--- config.mk ---
export PLATFORM = sky130hd
export DESIGN_NAME = qspi_quad_read
export DESIGN_NICKNAME = d
export VERILOG_FILES = /design/src/rtl/qcr_pkg.sv /design/src/rtl/qcr_sck_edge.sv /design/src/rtl/qcr_ctrl.sv /design/src/rtl/qcr_fetch.sv /design/src/rtl/qcr_txshift.sv /design/src/rtl/qspi_quad_read.sv
export SDC_FILE = /design/constraint.sdc
export NUM_CORES = 1
export LEC_CHECK = 0
export ABC_CLOCK_PERIOD_IN_PS = 2900
export BUFFER_PORTS_ARGS = -buffer_cell sky130_fd_sc_hd__buf_2
export CAP_MARGIN = 20
export CORE_MARGIN = 10
export CORE_UTILIZATION = 60
export CTS_BUF_LIST = sky130_fd_sc_hd__clkbuf_8
export CTS_CLUSTER_DIAMETER = 60
export DETAILED_ROUTE_END_ITERATION = 10
export PLACE_DENSITY = 0.81
export SETUP_SLACK_MARGIN = 0.15
export SYNTH_ARGS = -nofsm -noshare
export SYNTH_HDL_FRONTEND = slang
export SYNTH_SLANG_ARGS = --single-unit
export TNS_END_PERCENT = 50
--- constraint.sdc ---
create_clock -name clk_i -period 2.9 [get_ports clk_i]
set_input_delay 0 -clock clk_i [delete_from_list [all_inputs] [get_ports clk_i]]
set_output_delay 0 -clock clk_i [all_outputs]
set_load 0.05 [all_outputs]
--- src/rtl/qcr_pkg.sv ---
package qcr_pkg;
  typedef enum logic [1:0] {
    QS_SER   = 2'd0,
    QS_SKIP  = 2'd1,
    QS_QCMD  = 2'd2,
    QS_QADDR = 2'd3
  } qcr_state_e;

  localparam logic [7:0] QREAD_OP = 8'hEB;
  localparam logic [3:0] CONT_KEY = 4'hA;

  // bit positions counted as if an opcode were present
  localparam int unsigned POS_CMD  = 8;
  localparam int unsigned POS_ADDR = 32;
  localparam int unsigned POS_MODE = 40;
endpackage

--- src/rtl/qcr_sck_edge.sv ---
module qcr_sck_edge (
  input  logic clk_i,
  input  logic rst_ni,
  input  logic cs_ni,
  input  logic sck_i,
  output logic fall_o,
  output logic cs_rise_o
);
  logic sck_q, cs_q;

  always_ff @(posedge clk_i or negedge rst_ni) begin
    if (!rst_ni) begin
      sck_q <= 1'b1;
      cs_q  <= 1'b1;
    end else begin
      sck_q <= cs_ni | sck_i;
      cs_q  <= cs_ni;
    end
  end

  assign fall_o    = !cs_ni && sck_q && !sck_i;
  assign cs_rise_o = cs_ni && !cs_q;
endmodule

--- src/rtl/qcr_ctrl.sv ---
module qcr_ctrl
  import qcr_pkg::*;
#(
  parameter int unsigned ADDR_W    = 10,
  parameter int unsigned DUMMY_NIB = 4
) (
  input  logic              clk_i,
  input  logic              rst_ni,
  input  logic              cs_ni,
  input  logic              fall_i,
  input  logic              cs_rise_i,
  input  logic [3:0]        dq_i,
  output logic              qedge_o,
  output logic              addr_ld_o,
  output logic [ADDR_W-1:0] addr_o,
  output logic              bnd_o,
  output logic              oe_o
);
  localparam int unsigned PDATA = POS_MODE + 4 * DUMMY_NIB;
  localparam int unsigned PTOP  = PDATA + 8;
  localparam int unsigned CW    = $clog2(PTOP + 1);
  typedef logic [CW-1:0] cnt_t;
  localparam cnt_t C_CMD  = cnt_t'(POS_CMD);
  localparam cnt_t C_ADDR = cnt_t'(POS_ADDR);
  localparam cnt_t C_MODE = cnt_t'(POS_MODE);
  localparam cnt_t C_DATA = cnt_t'(PDATA);
  localparam cnt_t C_OE   = cnt_t'(PDATA + 4);
  localparam cnt_t C_TOP  = cnt_t'(PTOP);

  qcr_state_e  state_q;
  cnt_t        cnt_q, cnt_inc;
  logic [23:0] in_q, in_nxt;
  logic [7:0]  ser_nxt;
  logic [3:0]  key_q;
  logic        oe_q, quad, cont_go;

  assign quad    = (state_q == QS_QCMD) || (state_q == QS_QADDR);
  assign cont_go = (key_q == CONT_KEY);
  // data region alternates between TOP-4 and TOP so the counter never grows
  assign cnt_inc = (cnt_q == C_TOP) ? C_TOP - cnt_t'(4) : cnt_q + cnt_t'(4);
  assign in_nxt  = {in_q[19:0], dq_i};
  assign ser_nxt = {in_q[6:0], dq_i[0]};

  assign qedge_o   = fall_i && quad;
  assign addr_ld_o = qedge_o && (cnt_inc == C_ADDR);
  assign addr_o    = in_nxt[ADDR_W-1:0];
  assign bnd_o     = qedge_o && (cnt_inc >= C_DATA) && (cnt_inc[2:0] == 3'd0);
  assign oe_o      = oe_q;

  always_ff @(posedge clk_i or negedge rst_ni) begin
    if (!rst_ni) begin
      state_q <= QS_SER;
      cnt_q   <= '0;
      in_q    <= '0;
      key_q   <= '0;
      oe_q    <= 1'b0;
    end else if (cs_ni) begin
      in_q <= '0;
      oe_q <= 1'b0;
      if (cs_rise_i) begin
        key_q <= '0;
        if (quad && cont_go) begin
          state_q <= QS_QADDR;
          cnt_q   <= C_CMD;
        end else begin
          state_q <= QS_SER;
          cnt_q   <= '0;
        end
      end else begin
        cnt_q <= (state_q == QS_QADDR) ? C_CMD : '0;
      end
    end else if (fall_i) begin
      unique case (state_q)
        QS_SER: begin
          in_q  <= {16'h0, ser_nxt};
          cnt_q <= cnt_q + cnt_t'(1);
          if (cnt_q == C_CMD - cnt_t'(1))
            state_q <= (ser_nxt == QREAD_OP) ? QS_QCMD : QS_SKIP;
        end
        QS_SKIP: ;
        default: begin
          in_q  <= in_nxt;
          cnt_q <= cnt_inc;
          if (cnt_inc == C_MODE) key_q <= in_nxt[7:4];
          if (cnt_inc == C_OE)   oe_q  <= 1'b1;
        end
      endcase
    end
  end
endmodule

--- src/rtl/qcr_fetch.sv ---
module qcr_fetch #(
  parameter int unsigned ADDR_W = 10
) (
  input  logic              clk_i,
  input  logic              rst_ni,
  input  logic              addr_ld_i,
  input  logic [ADDR_W-1:0] addr_i,
  input  logic              bnd_i,
  input  logic              wip_i,
  output logic              rd_en_o,
  output logic [ADDR_W-1:0] rd_addr_o
);
  logic [ADDR_W-1:0] addr_q;
  logic              rd_en_q;

  // the byte consumed at a boundary was requested at the previous one
  always_ff @(posedge clk_i or negedge rst_ni) begin
    if (!rst_ni) begin
      addr_q  <= '0;
      rd_en_q <= 1'b0;
    end else begin
      rd_en_q <= 1'b0;
      if (addr_ld_i) begin
        addr_q  <= addr_i;
        rd_en_q <= 1'b1;
      end else if (bnd_i && !wip_i) begin
        addr_q  <= addr_q + ADDR_W'(1);
        rd_en_q <= 1'b1;
      end
    end
  end

  assign rd_en_o   = rd_en_q;
  assign rd_addr_o = addr_q;
endmodule

--- src/rtl/qcr_txshift.sv ---
module qcr_txshift (
  input  logic       clk_i,
  input  logic       rst_ni,
  input  logic       cs_ni,
  input  logic       qedge_i,
  input  logic       bnd_i,
  input  logic       wip_i,
  input  logic [7:0] rd_data_i,
  output logic [3:0] dq_o
);
  logic [11:0] sr_q;
  logic [7:0]  ld_byte;

  assign ld_byte = wip_i ? 8'h00 : rd_data_i;

  always_ff @(posedge clk_i or negedge rst_ni) begin
    if (!rst_ni)      sr_q <= '0;
    else if (cs_ni)   sr_q <= '0;
    else if (qedge_i) sr_q <= bnd_i ? {sr_q[7:4], ld_byte} : {sr_q[7:0], 4'h0};
  end

  assign dq_o = sr_q[11:8];
endmodule

--- src/rtl/qspi_quad_read.sv ---
module qspi_quad_read
  import qcr_pkg::*;
#(
  parameter int unsigned ADDR_W    = 10,
  parameter int unsigned DUMMY_NIB = 4
) (
  input  logic              clk_i,
  input  logic              rst_ni,
  input  logic              cs_ni,
  input  logic              sck_i,
  input  logic [3:0]        dq_i,
  output logic [3:0]        dq_o,
  output logic [3:0]        dq_oe_o,
  input  logic              wip_i,
  output logic              rd_en_o,
  output logic [ADDR_W-1:0] rd_addr_o,
  input  logic [7:0]        rd_data_i
);
  logic              sck_fall, cs_rise, qedge, addr_ld, data_bnd, oe;
  logic [ADDR_W-1:0] addr_new;

  qcr_sck_edge u_edge (
    .clk_i     (clk_i),
    .rst_ni    (rst_ni),
    .cs_ni     (cs_ni),
    .sck_i     (sck_i),
    .fall_o    (sck_fall),
    .cs_rise_o (cs_rise)
  );

  qcr_ctrl #(.ADDR_W(ADDR_W), .DUMMY_NIB(DUMMY_NIB)) u_ctrl (
    .clk_i     (clk_i),
    .rst_ni    (rst_ni),
    .cs_ni     (cs_ni),
    .fall_i    (sck_fall),
    .cs_rise_i (cs_rise),
    .dq_i      (dq_i),
    .qedge_o   (qedge),
    .addr_ld_o (addr_ld),
    .addr_o    (addr_new),
    .bnd_o     (data_bnd),
    .oe_o      (oe)
  );

  qcr_fetch #(.ADDR_W(ADDR_W)) u_fetch (
    .clk_i     (clk_i),
    .rst_ni    (rst_ni),
    .addr_ld_i (addr_ld),
    .addr_i    (addr_new),
    .bnd_i     (data_bnd),
    .wip_i     (wip_i),
    .rd_en_o   (rd_en_o),
    .rd_addr_o (rd_addr_o)
  );

  qcr_txshift u_tx (
    .clk_i     (clk_i),
    .rst_ni    (rst_ni),
    .cs_ni     (cs_ni),
    .qedge_i   (qedge),
    .bnd_i     (data_bnd),
    .wip_i     (wip_i),
    .rd_data_i (rd_data_i),
    .dq_o      (dq_o)
  );

  assign dq_oe_o = {4{oe}};
endmodule

Word level (Yosys, flattened, before mapping):

Index checks and enable logic that the tools add are counted.

* output and inout port bits: 19
* bits in registers: 46

* multiplexer cells: 34
* add/subtract/negate cells: 3
* bitwise logic cells: 1
* $lt $le $gt $ge: 1
* reductions and logical operators: 28
* equality and inequality tests: 13

Operator list (count)
* 7-bit two-way mux: 6
* 4-bit two-way mux: 7
* 7-bit one-hot mux with 2 select lines: 2
* 12-bit two-way mux: 2
* 7-bit by 6-bit == test with 1-bit output, second input constant: 3
* 10-bit two-way mux: 2
* 8-bit two-way mux: 2
* 2-bit two-way mux: 7
* 2-bit nonzero test: 7
* 10-bit by 1-bit adder with 10-bit output, second input constant: 1
* 1-bit logical AND: 9
* 8-bit == test, second input constant: 1
* 4-bit AND reduction: 2
* 7-bit by 1-bit adder with 7-bit output, second input constant: 1
* 7-bit by 3-bit adder with 7-bit output, second input constant: 1
* 7-bit by 3-bit == test with 1-bit output, second input constant: 1
* 7-bit == test, second input constant: 1
* 7-bit by 6-bit greater-or-equal comparator with 1-bit output, second input constant: 1
* 1-bit two-way mux: 6
* 2-bit == test, second input constant: 2
* 4-bit == test, second input constant: 1
* 1-bit zero test: 4
* 2-bit by 1-bit inequality test with 1-bit output, second input constant: 2
* 3-bit zero test: 1
* 8 further kinds: 8

Longest topological paths before layout:

* depth in word-level cells: 9
* gate-level depth with buffers: 9

Hierarchy:

From an unflattened synthesis, not the netlist that was laid out.

* cells, all modules: 300
* area, all modules: 2847.7 um^2

By module, submodules not included
* qcr_ctrl: cells each 186, times used 1, sequential area each 525.5 um^2, area each 1565.3 um^2
* qcr_fetch: cells each 63, times used 1, sequential area each 275.3 um^2, area each 620.6 um^2
* qcr_txshift: cells each 42, times used 1, sequential area each 300.3 um^2, area each 559.3 um^2
* qcr_sck_edge: cells each 5, times used 1, sequential area each 52.6 um^2, area each 72.6 um^2
* qspi_quad_read: cells each 4, times used 1, sequential area each 0.0 um^2, area each 30.0 um^2

Least setup slack after synthesis:

OpenSTA, ideal clock, no wires.

* path kind: reg-to-reg
* start point: register u_ctrl.cnt_q[2]
* end point: register u_fetch.addr_q[1] (netlist: u_fetch.rd_addr_o[1])
* cell stages (with the launch flop): 8
* path slack: 0.799 ns
* library setup time: 0.125 ns
* arrival time: 1.976 ns
* data required time: 2.775 ns
* period minus slack after synthesis: 2.101 ns
* path through: dfrtp_1 -> ha_1 -> or2_2 -> o22a_1 -> nand4_4 -> nor2_4 -> mux2_1 -> mux2_2

* cells in the longest elaborated chain, start to end: 7

Ends and longest elaborated chain
* start, declared: line qcr_ctrl.sv:31 `cnt_t cnt_q, cnt_inc;`
* start signal, assigned: line qcr_ctrl.sv:70 `cnt_q <= (state_q == QS_QADDR) ? C_CMD : '0;`
* start signal, assigned: line qcr_ctrl.sv:76 `cnt_q <= cnt_q + cnt_t'(1);`
* start signal, assigned: line qcr_ctrl.sv:83 `cnt_q <= cnt_inc;`
* 7-bit by 3-bit adder with 7-bit output / 7-bit == test (equally long branches): line qcr_ctrl.sv:40 `assign cnt_inc = (cnt_q == C_TOP) ? C_TOP - cnt_t'(4) : cnt_q + cnt_t'(4);`
* 7-bit two-way mux (*): line qcr_ctrl.sv:40
* 7-bit by 6-bit greater-or-equal comparator with 1-bit output: line qcr_ctrl.sv:47 `assign bnd_o = qedge_o && (cnt_inc >= C_DATA) && (cnt_inc[2:0] == 3'd0);`
* 1-bit logical AND (2 in a row): line qcr_ctrl.sv:47
* 1-bit logical AND: line qcr_fetch.sv:26 `end else if (bnd_i && !wip_i) begin`
* 2-bit nonzero test (no source line)
* end signal, assigned: line qcr_fetch.sv:24 `addr_q <= addr_i;`
* end signal, assigned: line qcr_fetch.sv:27 `addr_q <= addr_q + ADDR_W'(1);`
* end, declared: line qcr_fetch.sv:13 `logic [ADDR_W-1:0] addr_q;`

Mark *: on every way between the ends. The rest lies on a longest branch, timed or not.
A chain may end at the register's enable or synchronous reset.

Worst setup path in the final report:

* start point: input cs_ni
* end point: register u_fetch.addr_q[1] (netlist: u_fetch.rd_addr_o[1])

* cells in the longest elaborated chain, start to end: 8

Ends and longest elaborated chain
* start, declared: line qspi_quad_read.sv:9 `input logic cs_ni,`
* 1-bit zero test (*): line qcr_sck_edge.sv:21 `assign fall_o = !cs_ni && sck_q && !sck_i;`
* 1-bit logical AND (*) (2 in a row): line qcr_sck_edge.sv:21
* 1-bit logical AND (*): line qcr_ctrl.sv:44 `assign qedge_o = fall_i && quad;`
* 1-bit logical AND (2 in a row): line qcr_ctrl.sv:47
* 1-bit logical AND: line qcr_fetch.sv:26
* 2-bit nonzero test (no source line)

Marked as above.

==> flow_summary.yaml <==
min_path:
  holdPathEnd: "u_fetch.rd_en_o"
  whs_path_depth: 2
  hold_class: "in2reg"
  min_from: "wip_i"
die:
  start_util_pct: 62.2
  pin_count: 36
  die_y_um: 87.2
  fp.dieArea_um2: 7600
  num_rows: 24
  coreArea_um2: 4350
  die_x_um: 87.2
timing:
  final-setup-viol-count: 0
  final-max-slew-violation-count: 0
  fin_hold_ws_ns: 0.000125
  fin_setup_tns_ns: 0
  fin_crit_ns: 2.38
  fin_crit_sh_pct: 82.1
  max-slew-margin-rel_pct: 57.7
  fin_worst_skew_ns: 0.00657
  rsz0062_at_grt: "false"
  hold_viol: 0
  tightest_slew_ns: 0.630
  fmax_mhz: 420
critical_path:
  critPathLaunch: "cs_ni"
  worstPathCellList: "dlygate4sd3_1, buf_2, nor3b_4, and2_1, nand4_4, nor2_4, mux2_1, mux2_2"
  cp.required_ns: 3.09
  rrSetupSlack_ns: 0.52
  cp_slowest_cell: "dlygate4sd3_1"
  critPathCaptureType: "flip-flop"
  critPathMaxFanout: 18
  arrival_ns: 2.58
  startpoint_type: "input pin"
  crit_type: "in2reg"
  cp_slowest_stage_delay_ns: 0.53
  r2r_end: "u_fetch.rd_addr_o[1]"
  r2r_start: "u_edge.sck_q"
  rr_worst_depth: 6
power_and_ir_drop:
  p_sw_uw: 351
  p_clk_share_pct: 33.8
  p_seq_share_pct: 53.2
  vdd_drop_max_uv: 395
  comb_power_share_pct: 13.1
  p_int_uw: 941
  p_leak_uw: 0.00152
  sw_frac_of_total_pct: 27.2
  power_density_nw_per_um2: 423
clock_tree:
  htree_levels: 2
  clk_latency_ns: 0.30
  numCtsBuffers: 5
  root_buffer: "clkbuf_8"
  clockBufferDepth: 2
  numClockSinks: 46
  cts_tree: "yes"
  clk_pin_slew_ns: 0.09
detailed_routing:
  drc: 0
  wl_per_cell_um: 17.9
  vias_per_cell: 6.08
  drtIter0Drc: 299
  dr.pass1.iters: 4
  ant_nets: 0
  via_count: 2267
  wirelength_um: 6670
flow_run:
  maxCapViolCount: 0
synth:
  synth_edf_count: 0
  synth_area_um2: 2710
  syn_nets: 309
  yosysUniqueCellTypes: 52
  postSynthAreaPerCell_um2: 9.50
  synthFlopType: "dfrtp_1"
  yosys_warnings: 0
  synthCells: 285
  yosysMostFrequentCell: "dfrtp_1"
  synthTopCellsByArea: "dfrtp_1 (41%), nand2_1 (4.4%), o21ai_0 (4.3%), mux2_2 (3.3%), ha_1 (3.2%)"
  synth_area_leader_cell: "dfrtp_1"
  seq_area_frac_synth_pct: 42.6
  synth_common_cells: "dfrtp_1 (44), nand2_1 (32), o21ai_0 (23)"
  synth_seq_cells: 46
  synth_top_area_share_pct: 40.7
  async_reset_ff_share_pct: 100
grt:
  track_usage_pct: 18.6
  grt_start_max_net_pins: 47
  antenna_found_initial: 0
  grt_overflow_total: 0
  grt_pass1_vias: 2231
  grt_pass1_wl_um: 11400
cells_and_area:
  drive_gt1_share_pct: 21.2
  nets: 344
  antennaDiodeCount: 0
  area_delta_synth_final_pct: 12.8
placed_design:
  place.gp.congestion: 0.927
  hpwlAfterDp_um: 4680
  port_buffers: 35
run_status:
  status: "complete, no violations"
[state kept, by name (all words and copies together), names as in the netlist]
signal	cells
u_ctrl.key_q	4
u_ctrl.state_q	2
u_fetch.rd_addr_o	10
u_ctrl.oe_o	1
u_edge.sck_q	1
u_edge.cs_q	1
u_fetch.rd_en_o	1
u_ctrl.in_q	7
u_ctrl.cnt_q	7
u_tx.sr_q	12
[worst max-delay path, delay by kind of cell]
kind          cells  cell delay (ns)
simple gates      4             1.20
buf+inv           2             0.77
mux               2             0.59
[metrics by stage]
stage / cell area (um^2) / worst slack (ns) / utilization (%) / total power (uW) / cells
2_1_floorplan: 2710 / 0.799 / - / 798 / 285
3_3_place_gp: 2820 / 0.628 / 64.7 / 847 / 353
3_5_place_dp: 2820 / 0.531 / 64.7 / 850 / 353
4_1_cts: 3030 / 0.527 / 69.7 / 1290 / 372
5_1_grt: 3050 / 0.340 / 70.1 / 1350 / 373
6_report: 3050 / 0.518 / 70.1 / 1290 / 373
[cell families (layout without fill, tap and decap cells)]
group	count (synthesis)	after routing	synth area share (%)
compound gates	60	60	14.7
xor+xnor	11	11	3.56
fa+ha+maj	7	7	3.23
buf+inv	31	67	6.70
flops	46	46	42.6
mux	17	17	6.70
simple gates	113	113	22.5
[cells in the final DEF (no fill, tap or decap), types with 3 or more instances in the layout]
cell           instances
a21oi_1                6
a22o_1                 5
a31oi_1                4
and3_1                 3
buf_2                 35
clkbuf_8               7
dfrtp_1               44
dlygate4sd3_1         11
ha_1                   7
inv_1                 10
mux2_2                 8
mux2i_1                8
nand2_1               32
nand3_1               17
nand4_1                6
nor2_1                19
nor2b_1                5
nor3_1                12
o21ai_0               23
o31ai_1                3
xor2_1                 9
[cell type report]
class	instances	area, um^2
Clock inverter	1	8.76
Timing Repair Buffer	49	320
Tap cell	52	65.1
Sequential cell	46	1150
Fill cell	323	1300
Clock buffer	7	96.3
Multi-Input combinational cell	208	1370
Inverter	10	37.5
[what timing repair did]
item	in CTS	in global routing
buffers inserted	0	0
gates resized for setup	0	0
hold buffers	11	0
hold endpoints to repair	56	0
[per-layer routing]
metal  vias to the layer above  share of wire, %  global-route usage (%)
met5                         -                 0                       0
met3                        11               6.0                    4.21
met1                      1104                42                    24.6
met2                        70                50                    29.6
li1                       1082                 -                       -
met4                         0               1.5                    5.22
[power groups by stage]
stage                     registers, uW  clock network (uW)  logic (uW)
final                               687                 436         169
after global routing                690                 469         191
after CTS                           686                 442         165
after detailed placement            698                   0         152
after global placement              698                   0         149
after floorplan                     689                   0         109
[worst max-delay path by stage]
| stage | endpoint | slack, ns | cells after the start |
|---|---|---|---|
| 2_1_floorplan | u_fetch.rd_addr_o[1] | 0.80 | 7 |
| 3_3_place_gp | u_fetch.rd_addr_o[1] | 0.63 | 6 |
| 3_5_place_dp | u_fetch.rd_addr_o[1] | 0.53 | 6 |
| 6_report | u_fetch.rd_addr_o[1] | 0.52 | 8 |
| 4_1_cts | u_fetch.rd_addr_o[1] | 0.53 | 8 |
| 5_1_grt | u_fetch.rd_addr_o[1] | 0.34 | 8 |
Note: power is estimated with default switching activity, not from simulation.
